<file path="src/rtl/irq_pkg.sv">
// Package: shared sizes and control-register field positions for the
// interrupt controller. Assumes sources are spread evenly over registers.
package irq_pkg;
    localparam int NUM_SRC     = 4;
    localparam int SRC_PER_REG = 2;
    localparam int NUM_REG     = NUM_SRC / SRC_PER_REG;
    localparam int DATA_W      = 8;
    localparam int SEL_W       = (NUM_REG > 1) ? $clog2(NUM_REG) : 1;
    localparam int VEC_W       = $clog2(NUM_SRC);
    localparam int GIE_BIT     = 0;
    localparam int EN_LSB      = 1;
    localparam int FLAG_LSB    = 4;
    localparam int SYNC_STAGES = 2;

    typedef enum logic [VEC_W-1:0] {
        SRC_EXT   = 2'd0,
        SRC_TMR   = 2'd1,
        SRC_TBASE = 2'd2,
        SRC_RTC   = 2'd3
    } src_e;
endpackage

</file>
<file path="src/rtl/irq_fall_detect.sv">
// Module: synchronizes an asynchronous pin and flags each falling edge
// as a one-cycle pulse. Assumes STAGES >= 2; the chain resets low so a
// pin idling high after reset produces no edge.
module irq_fall_detect #(
    parameter int STAGES = 2
) (
    input  logic clk,
    input  logic rst_n,
    input  logic pin,
    output logic fall
);
    logic [STAGES-1:0] sync_q;
    logic              prev_q;

    // Shift the pin through the synchronizer and keep the last stable level.
    always_ff @(posedge clk) begin
        if (!rst_n) begin
            sync_q <= '0;
            prev_q <= 1'b0;
        end else begin
            sync_q <= {sync_q[STAGES-2:0], pin};
            prev_q <= sync_q[STAGES-1];
        end
    end

    // A high-to-low step of the synchronized level is a falling edge.
    always_comb fall = prev_q & ~sync_q[STAGES-1];
endmodule

</file>
<file path="src/rtl/irq_arbiter.sv">
// Module: fixed-priority picker; the lowest-numbered pending source wins.
// Purely combinational; assumes the caller qualifies 'any'.
module irq_arbiter #(
    parameter int N = 4,
    localparam int IW = $clog2(N)
) (
    input  logic [N-1:0]  pend,
    output logic          any,
    output logic [IW-1:0] idx
);
    // Walk from lowest to highest priority so the highest one is kept last.
    always_comb begin
        any = |pend;
        idx = '0;
        for (int i = N - 1; i >= 0; i--) begin
            if (pend[i]) idx = IW'(i);
        end
    end
endmodule

</file>
<file path="src/rtl/irq_regs.sv">
// Module: the two software control registers. Holds the global enable,
// per-source enables and sticky per-source flags. Flag update order:
// software write, then acknowledge clear, then hardware set (set wins).
module irq_regs
    import irq_pkg::*;
(
    input  logic                             clk,
    input  logic                             rst_n,
    input  logic                             wr_en,
    input  logic [SEL_W-1:0]                 wr_sel,
    input  logic [DATA_W-1:0]                wr_data,
    input  logic [NUM_SRC-1:0]               set_req,
    input  logic [NUM_SRC-1:0]               clr_req,
    input  logic                             clr_gie,
    output logic                             gie_o,
    output logic [NUM_SRC-1:0]               en_o,
    output logic [NUM_SRC-1:0]               flag_o,
    output logic [NUM_REG-1:0][DATA_W-1:0]   rd_o
);
    localparam logic [DATA_W-1:0] USED_MASK =
        DATA_W'(((1 << SRC_PER_REG) - 1) << EN_LSB) |
        DATA_W'(((1 << SRC_PER_REG) - 1) << FLAG_LSB) |
        DATA_W'(1 << GIE_BIT);

    logic gie_q;
    logic unused_wdata;

    // Global enable: the acknowledge clear overrides a same-cycle write.
    always_ff @(posedge clk) begin
        if (!rst_n)
            gie_q <= 1'b0;
        else if (clr_gie)
            gie_q <= 1'b0;
        else if (wr_en && wr_sel == SEL_W'(0))
            gie_q <= wr_data[GIE_BIT];
    end

    assign gie_o        = gie_q;
    assign unused_wdata = ^(wr_data & ~USED_MASK);

    for (genvar r = 0; r < NUM_REG; r++) begin : g_reg
        localparam int BASE = r * SRC_PER_REG;
        logic [SRC_PER_REG-1:0] en_q;
        logic [SRC_PER_REG-1:0] fl_q;
        logic                   hit;

        assign hit = wr_en && (wr_sel == SEL_W'(r));

        // Per-register enables and flags with write, clear and set merging.
        always_ff @(posedge clk) begin
            if (!rst_n) begin
                en_q <= '0;
                fl_q <= '0;
            end else begin
                for (int s = 0; s < SRC_PER_REG; s++) begin
                    if (hit) en_q[s] <= wr_data[EN_LSB + s];
                    fl_q[s] <= ((hit ? wr_data[FLAG_LSB + s] : fl_q[s])
                                & ~clr_req[BASE + s]) | set_req[BASE + s];
                end
            end
        end

        assign en_o[BASE +: SRC_PER_REG]   = en_q;
        assign flag_o[BASE +: SRC_PER_REG] = fl_q;

        // Assemble the read view; unassigned bits read zero.
        always_comb begin
            rd_o[r] = '0;
            for (int s = 0; s < SRC_PER_REG; s++) begin
                rd_o[r][EN_LSB + s]   = en_q[s];
                rd_o[r][FLAG_LSB + s] = fl_q[s];
            end
            if (r == 0) rd_o[r][GIE_BIT] = gie_q;
        end
    end
endmodule

</file>
<file path="src/rtl/irq_ctrl.sv">
// Module: top of the interrupt controller. Gathers the four request
// sources, qualifies pending ones with enables and the global enable,
// and acknowledges the highest-priority one when the core is at an
// instruction boundary and the return stack has room. Assumes the event
// inputs are synchronous one-cycle pulses and ext_pin is asynchronous.
module irq_ctrl
    import irq_pkg::*;
(
    input  logic              clk,
    input  logic              rst_n,
    input  logic              ext_pin,
    input  logic              tmr_evt,
    input  logic              tbase_evt,
    input  logic              rtc_evt,
    input  logic              reg_wr,
    input  logic              reg_sel,
    input  logic [DATA_W-1:0] reg_wdata,
    output logic [DATA_W-1:0] ctl0_q,
    output logic [DATA_W-1:0] ctl1_q,
    input  logic              core_ready,
    input  logic              stack_full,
    output logic              irq_ack,
    output logic [VEC_W-1:0]  irq_vec
);
    logic                           ext_fall;
    logic [NUM_SRC-1:0]             set_req;
    logic [NUM_SRC-1:0]             clr_req;
    logic [NUM_SRC-1:0]             en;
    logic [NUM_SRC-1:0]             flag;
    logic [NUM_SRC-1:0]             pend;
    logic                           gie;
    logic                           any_pend;
    logic [VEC_W-1:0]               win_idx;
    logic                           take;
    logic [NUM_REG-1:0][DATA_W-1:0] rd;
    logic                           ack_q;
    logic [VEC_W-1:0]               vec_q;

    irq_fall_detect #(.STAGES(SYNC_STAGES)) u_ext (
        .clk   (clk),
        .rst_n (rst_n),
        .pin   (ext_pin),
        .fall  (ext_fall)
    );

    // Hardware request vector in priority order.
    always_comb begin
        set_req            = '0;
        set_req[SRC_EXT]   = ext_fall;
        set_req[SRC_TMR]   = tmr_evt;
        set_req[SRC_TBASE] = tbase_evt;
        set_req[SRC_RTC]   = rtc_evt;
    end

    irq_regs u_regs (
        .clk     (clk),
        .rst_n   (rst_n),
        .wr_en   (reg_wr),
        .wr_sel  (SEL_W'(reg_sel)),
        .wr_data (reg_wdata),
        .set_req (set_req),
        .clr_req (clr_req),
        .clr_gie (take),
        .gie_o   (gie),
        .en_o    (en),
        .flag_o  (flag),
        .rd_o    (rd)
    );

    // A source is pending only when flagged, enabled and globally allowed.
    always_comb pend = flag & en & {NUM_SRC{gie}};

    irq_arbiter #(.N(NUM_SRC)) u_arb (
        .pend (pend),
        .any  (any_pend),
        .idx  (win_idx)
    );

    // Take an interrupt only at an instruction boundary with stack room.
    always_comb begin
        take    = any_pend && core_ready && !stack_full;
        clr_req = take ? (NUM_SRC'(1) << win_idx) : '0;
    end

    // Register the acknowledge pulse and the vector that goes with it.
    always_ff @(posedge clk) begin
        if (!rst_n) begin
            ack_q <= 1'b0;
            vec_q <= '0;
        end else begin
            ack_q <= take;
            if (take) vec_q <= win_idx;
        end
    end

    assign irq_ack = ack_q;
    assign irq_vec = vec_q;
    assign ctl0_q  = rd[0];
    assign ctl1_q  = rd[1];
endmodule

</file>
<file path="config.mk">
export PLATFORM = sky130hd
export DESIGN_NAME = irq_ctrl
export DESIGN_NICKNAME = d
export VERILOG_FILES = /design/src/rtl/irq_pkg.sv /design/src/rtl/irq_fall_detect.sv /design/src/rtl/irq_arbiter.sv /design/src/rtl/irq_regs.sv /design/src/rtl/irq_ctrl.sv
export SDC_FILE = /design/constraint.sdc
export NUM_CORES = 1
export LEC_CHECK = 0
export BUFFER_PORTS_ARGS = -buffer_cell sky130_fd_sc_hd__buf_2
export CORE_MARGIN = 10
export CORE_UTILIZATION = 49
export CTS_BUF_LIST = sky130_fd_sc_hd__clkbuf_4
export DETAILED_ROUTE_END_ITERATION = 8
export GPL_TIMING_DRIVEN = 0
export PLACE_DENSITY = 0.85
export SLEW_MARGIN = 20
export SYNTH_ARGS = -nofsm -noshare
export SYNTH_HDL_FRONTEND = slang
export SYNTH_SLANG_ARGS = --single-unit
</file>
<file path="constraint.sdc">
create_clock -name clk -period 2.4 [get_ports clk]
set_input_delay 0.12 -clock clk [delete_from_list [all_inputs] [get_ports clk]]
set_output_delay 0.12 -clock clk [all_outputs]
set_load 0.05 [all_outputs]
</file>
==> impl_metrics.json <==
{
  "core-area_um2": 1350,
  "vias": 621,
  "fin_setup_tns_ps": 0,
  "critical_path_class": "reg2out",
  "post_cts_resized": 0,
  "die_w_um": 58.6,
  "syn_inst": 74,
  "worst_hold_path_type": "in2reg",
  "ys_ff_latch": 15,
  "top_usage_layer": "met2",
  "syn_area_um2": 729,
  "grt.total_usage": 0.0964,
  "setup_violations": 0,
  "grt_start_max_net_pins": 11,
  "timing.rr.start": "u_regs.g_reg[0].fl_q[0]",
  "cts_made_buffers": 3,
  "yosysSeqAreaShare": 0.412,
  "rsz0062_at_grt": "no",
  "period_minus_slack_ps": 1210,
  "remaining_drc_errors": 0,
  "met2_usage": 0.155,
  "drt_pass1_iterations": 4,
  "antenna_found_initial": 0,
  "cts_buffer_depth": 2,
  "insertion_delay_ps": 280,
  "wl_per_cell_um": 13.3,
  "wirelength_um": 1670,
  "initial_utilization": 0.540,
  "grt_pass1_wl_um": 2600,
  "hold_buffers": 0,
  "synth.distinct_cells": 30,
  "place_ws_ps": 1240,
  "cts_setup_buffers": 0,
  "viasPerCell": 4.97,
  "cts_tree": "yes",
  "grt_pass1_vias": 572,
  "vdd_ir_drop_max_v": 0.000421,
  "ys_warn_count": 0,
  "end_kind": "primary output",
  "p_per_area_nw_per_um2": 592,
  "place_congestion": 0.745,
  "maxSlewViolCount": 0,
  "fp-row-count": 13,
  "crit_path_max_fanout": 4,
  "grt.overflow.total": 0,
  "n_antenna_cell": 0,
  "cp-startpoint": "u_regs.gie_o",
  "first_iter_violations": 14,
  "arrival_ps": 1090,
  "hold_viol_final": 0,
  "portBuffers": 26,
  "area_delta_synth_final_pct": 27.6,
  "min_from": "ext_pin",
  "required_ps": 2280,
  "max-cap-violations": 0,
  "htreeDepth": 1,
  "ios": 37,
  "dp.final_hpwl_um": 1410,
  "dieArea_um2": 3430,
  "finalClockSkew_ps": 3.35,
  "die_h_um": 58.6,
  "drive_gt1_frac": 0.400,
  "clk_pin_slew_ps": 80,
  "nets": 129,
  "setup_slack_ps": 1190,
  "start_kind": "register",
  "ant_nets": 0,
  "globalRouteMet3Util": 0.0773,
  "final_common_cell": "buf_2",
  "final_cell_mix": "26 x buf_2, 15 x dfxtp_1, 8 x buf_4, 7 x nand2_1, 7 x conb_1",
  "clock_sinks": 15,
  "fin_crit_sh": 0.504,
  "cts-root-buf": "clkbuf_4",
  "fmax_mhz": 827,
  "synth.avg_cell_area_um2": 9.86,
  "status": "completed",
  "leakagePower_nw": 0.482,
  "globalRouteMet1Util": 0.0890
}
-- cell usage after synthesis --
cell type	number	share of area
buf_4	8	0.082
conb_1	1	0.0051
nand3_1	4	0.027
o221a_2	1	0.015
inv_1	2	0.010
a31oi_1	2	0.017
mux2i_1	6	0.082
nand2b_1	1	0.0086
o21a_1	2	0.021
clkbuf_1	1	0.0051
a32o_1	1	0.014
buf_6	1	0.015
a21boi_1	1	0.010
nor2_1	1	0.0051
a41oi_1	1	0.012
a22oi_4	1	0.029
nor2b_2	1	0.012
and3_1	1	0.0086
nor3b_1	1	0.010
a21oi_1	1	0.0069
nor2b_4	1	0.019
dfxtp_1	15	0.41
o221ai_1	1	0.012
a21boi_0	2	0.021
and2_1	5	0.043
nor2b_1	2	0.017
o22ai_1	1	0.0086
nand2_1	7	0.036
nand3b_4	1	0.027
o21ai_0	1	0.0069
-- layer usage --
metal / wire, um / vias up
met5: 0 / -
met4: 20 / 0
met3: 286 / 3
met2: 786 / 30
met1: 575 / 271
li1: - / 317
-- cell type report --
class	instances	area, um^2
buffer	10	75.1
clock buffer	4	30.0
fill	123	419
inverter	2	7.51
multi-input combinational	53	369
sequential	15	300
tap	15	18.8
timing repair buffer	26	130
-- worst max-delay path, cell delays in order, from the launching register on --
cell and delay, ps:
dfxtp_1 420, buf_4 140, buf_2 250
-- final timing paths --
kind | end | slack [ps] | cells after the start
hold reg to reg | u_ext.sync_q[1] | 440 | 1
setup reg to reg | u_regs.g_reg[1].fl_q[1] | 1220 | 4
setup / recovery | ctl0_q[0] | 1190 | 2
hold / removal | u_ext.sync_q[0] | 40 | 2
-- logic make-up (layout without fill, tap and decap cells) --
family          count (synthesis)  count (layout)  share of synthesized area
other cells                     1               7                    0.00514
simple gates                   25              25                      0.214
buf+inv                        12              42                      0.113
compound gates                 15              15                      0.173
mux                             6               6                     0.0823
flops                          15              15                      0.412
-- report_power, final --
group / leakage, nW / internal, W / switching, W
Combinational: 0.341 / 0.0000436 / 0.0000837
Clock: 0.0184 / 0.0000760 / 0.0000755
Sequential: 0.123 / 0.000260 / 0.0000126
-- state kept, by name, indices dropped and copies added (netlist names) --
| name | flops |
|---|---|
| irq_ack | 1 |
| irq_vec | 2 |
| u_ext.sync_q | 2 |
| u_regs.gie_o | 1 |
| u_regs.g.en_q | 4 |
| u_regs.g.fl_q | 4 |
| u_ext.prev_q | 1 |
-- per-stage QoR --
step           cell area [um^2]  hold slack (ps)  power (W)  instances  utilization
6_report                    931             40.1   0.000551        125        0.690
5_1_grt                     931             33.5   0.000582        125        0.690
4_1_cts                     931             30.9   0.000560        125        0.690
3_5_place_dp                901              329   0.000406        121        0.667
3_3_place_gp                901              328   0.000403        121        0.667
2_1_floorplan               752              244   0.000374         80            -
No activity file was read; power rests on OpenSTA's default activity.
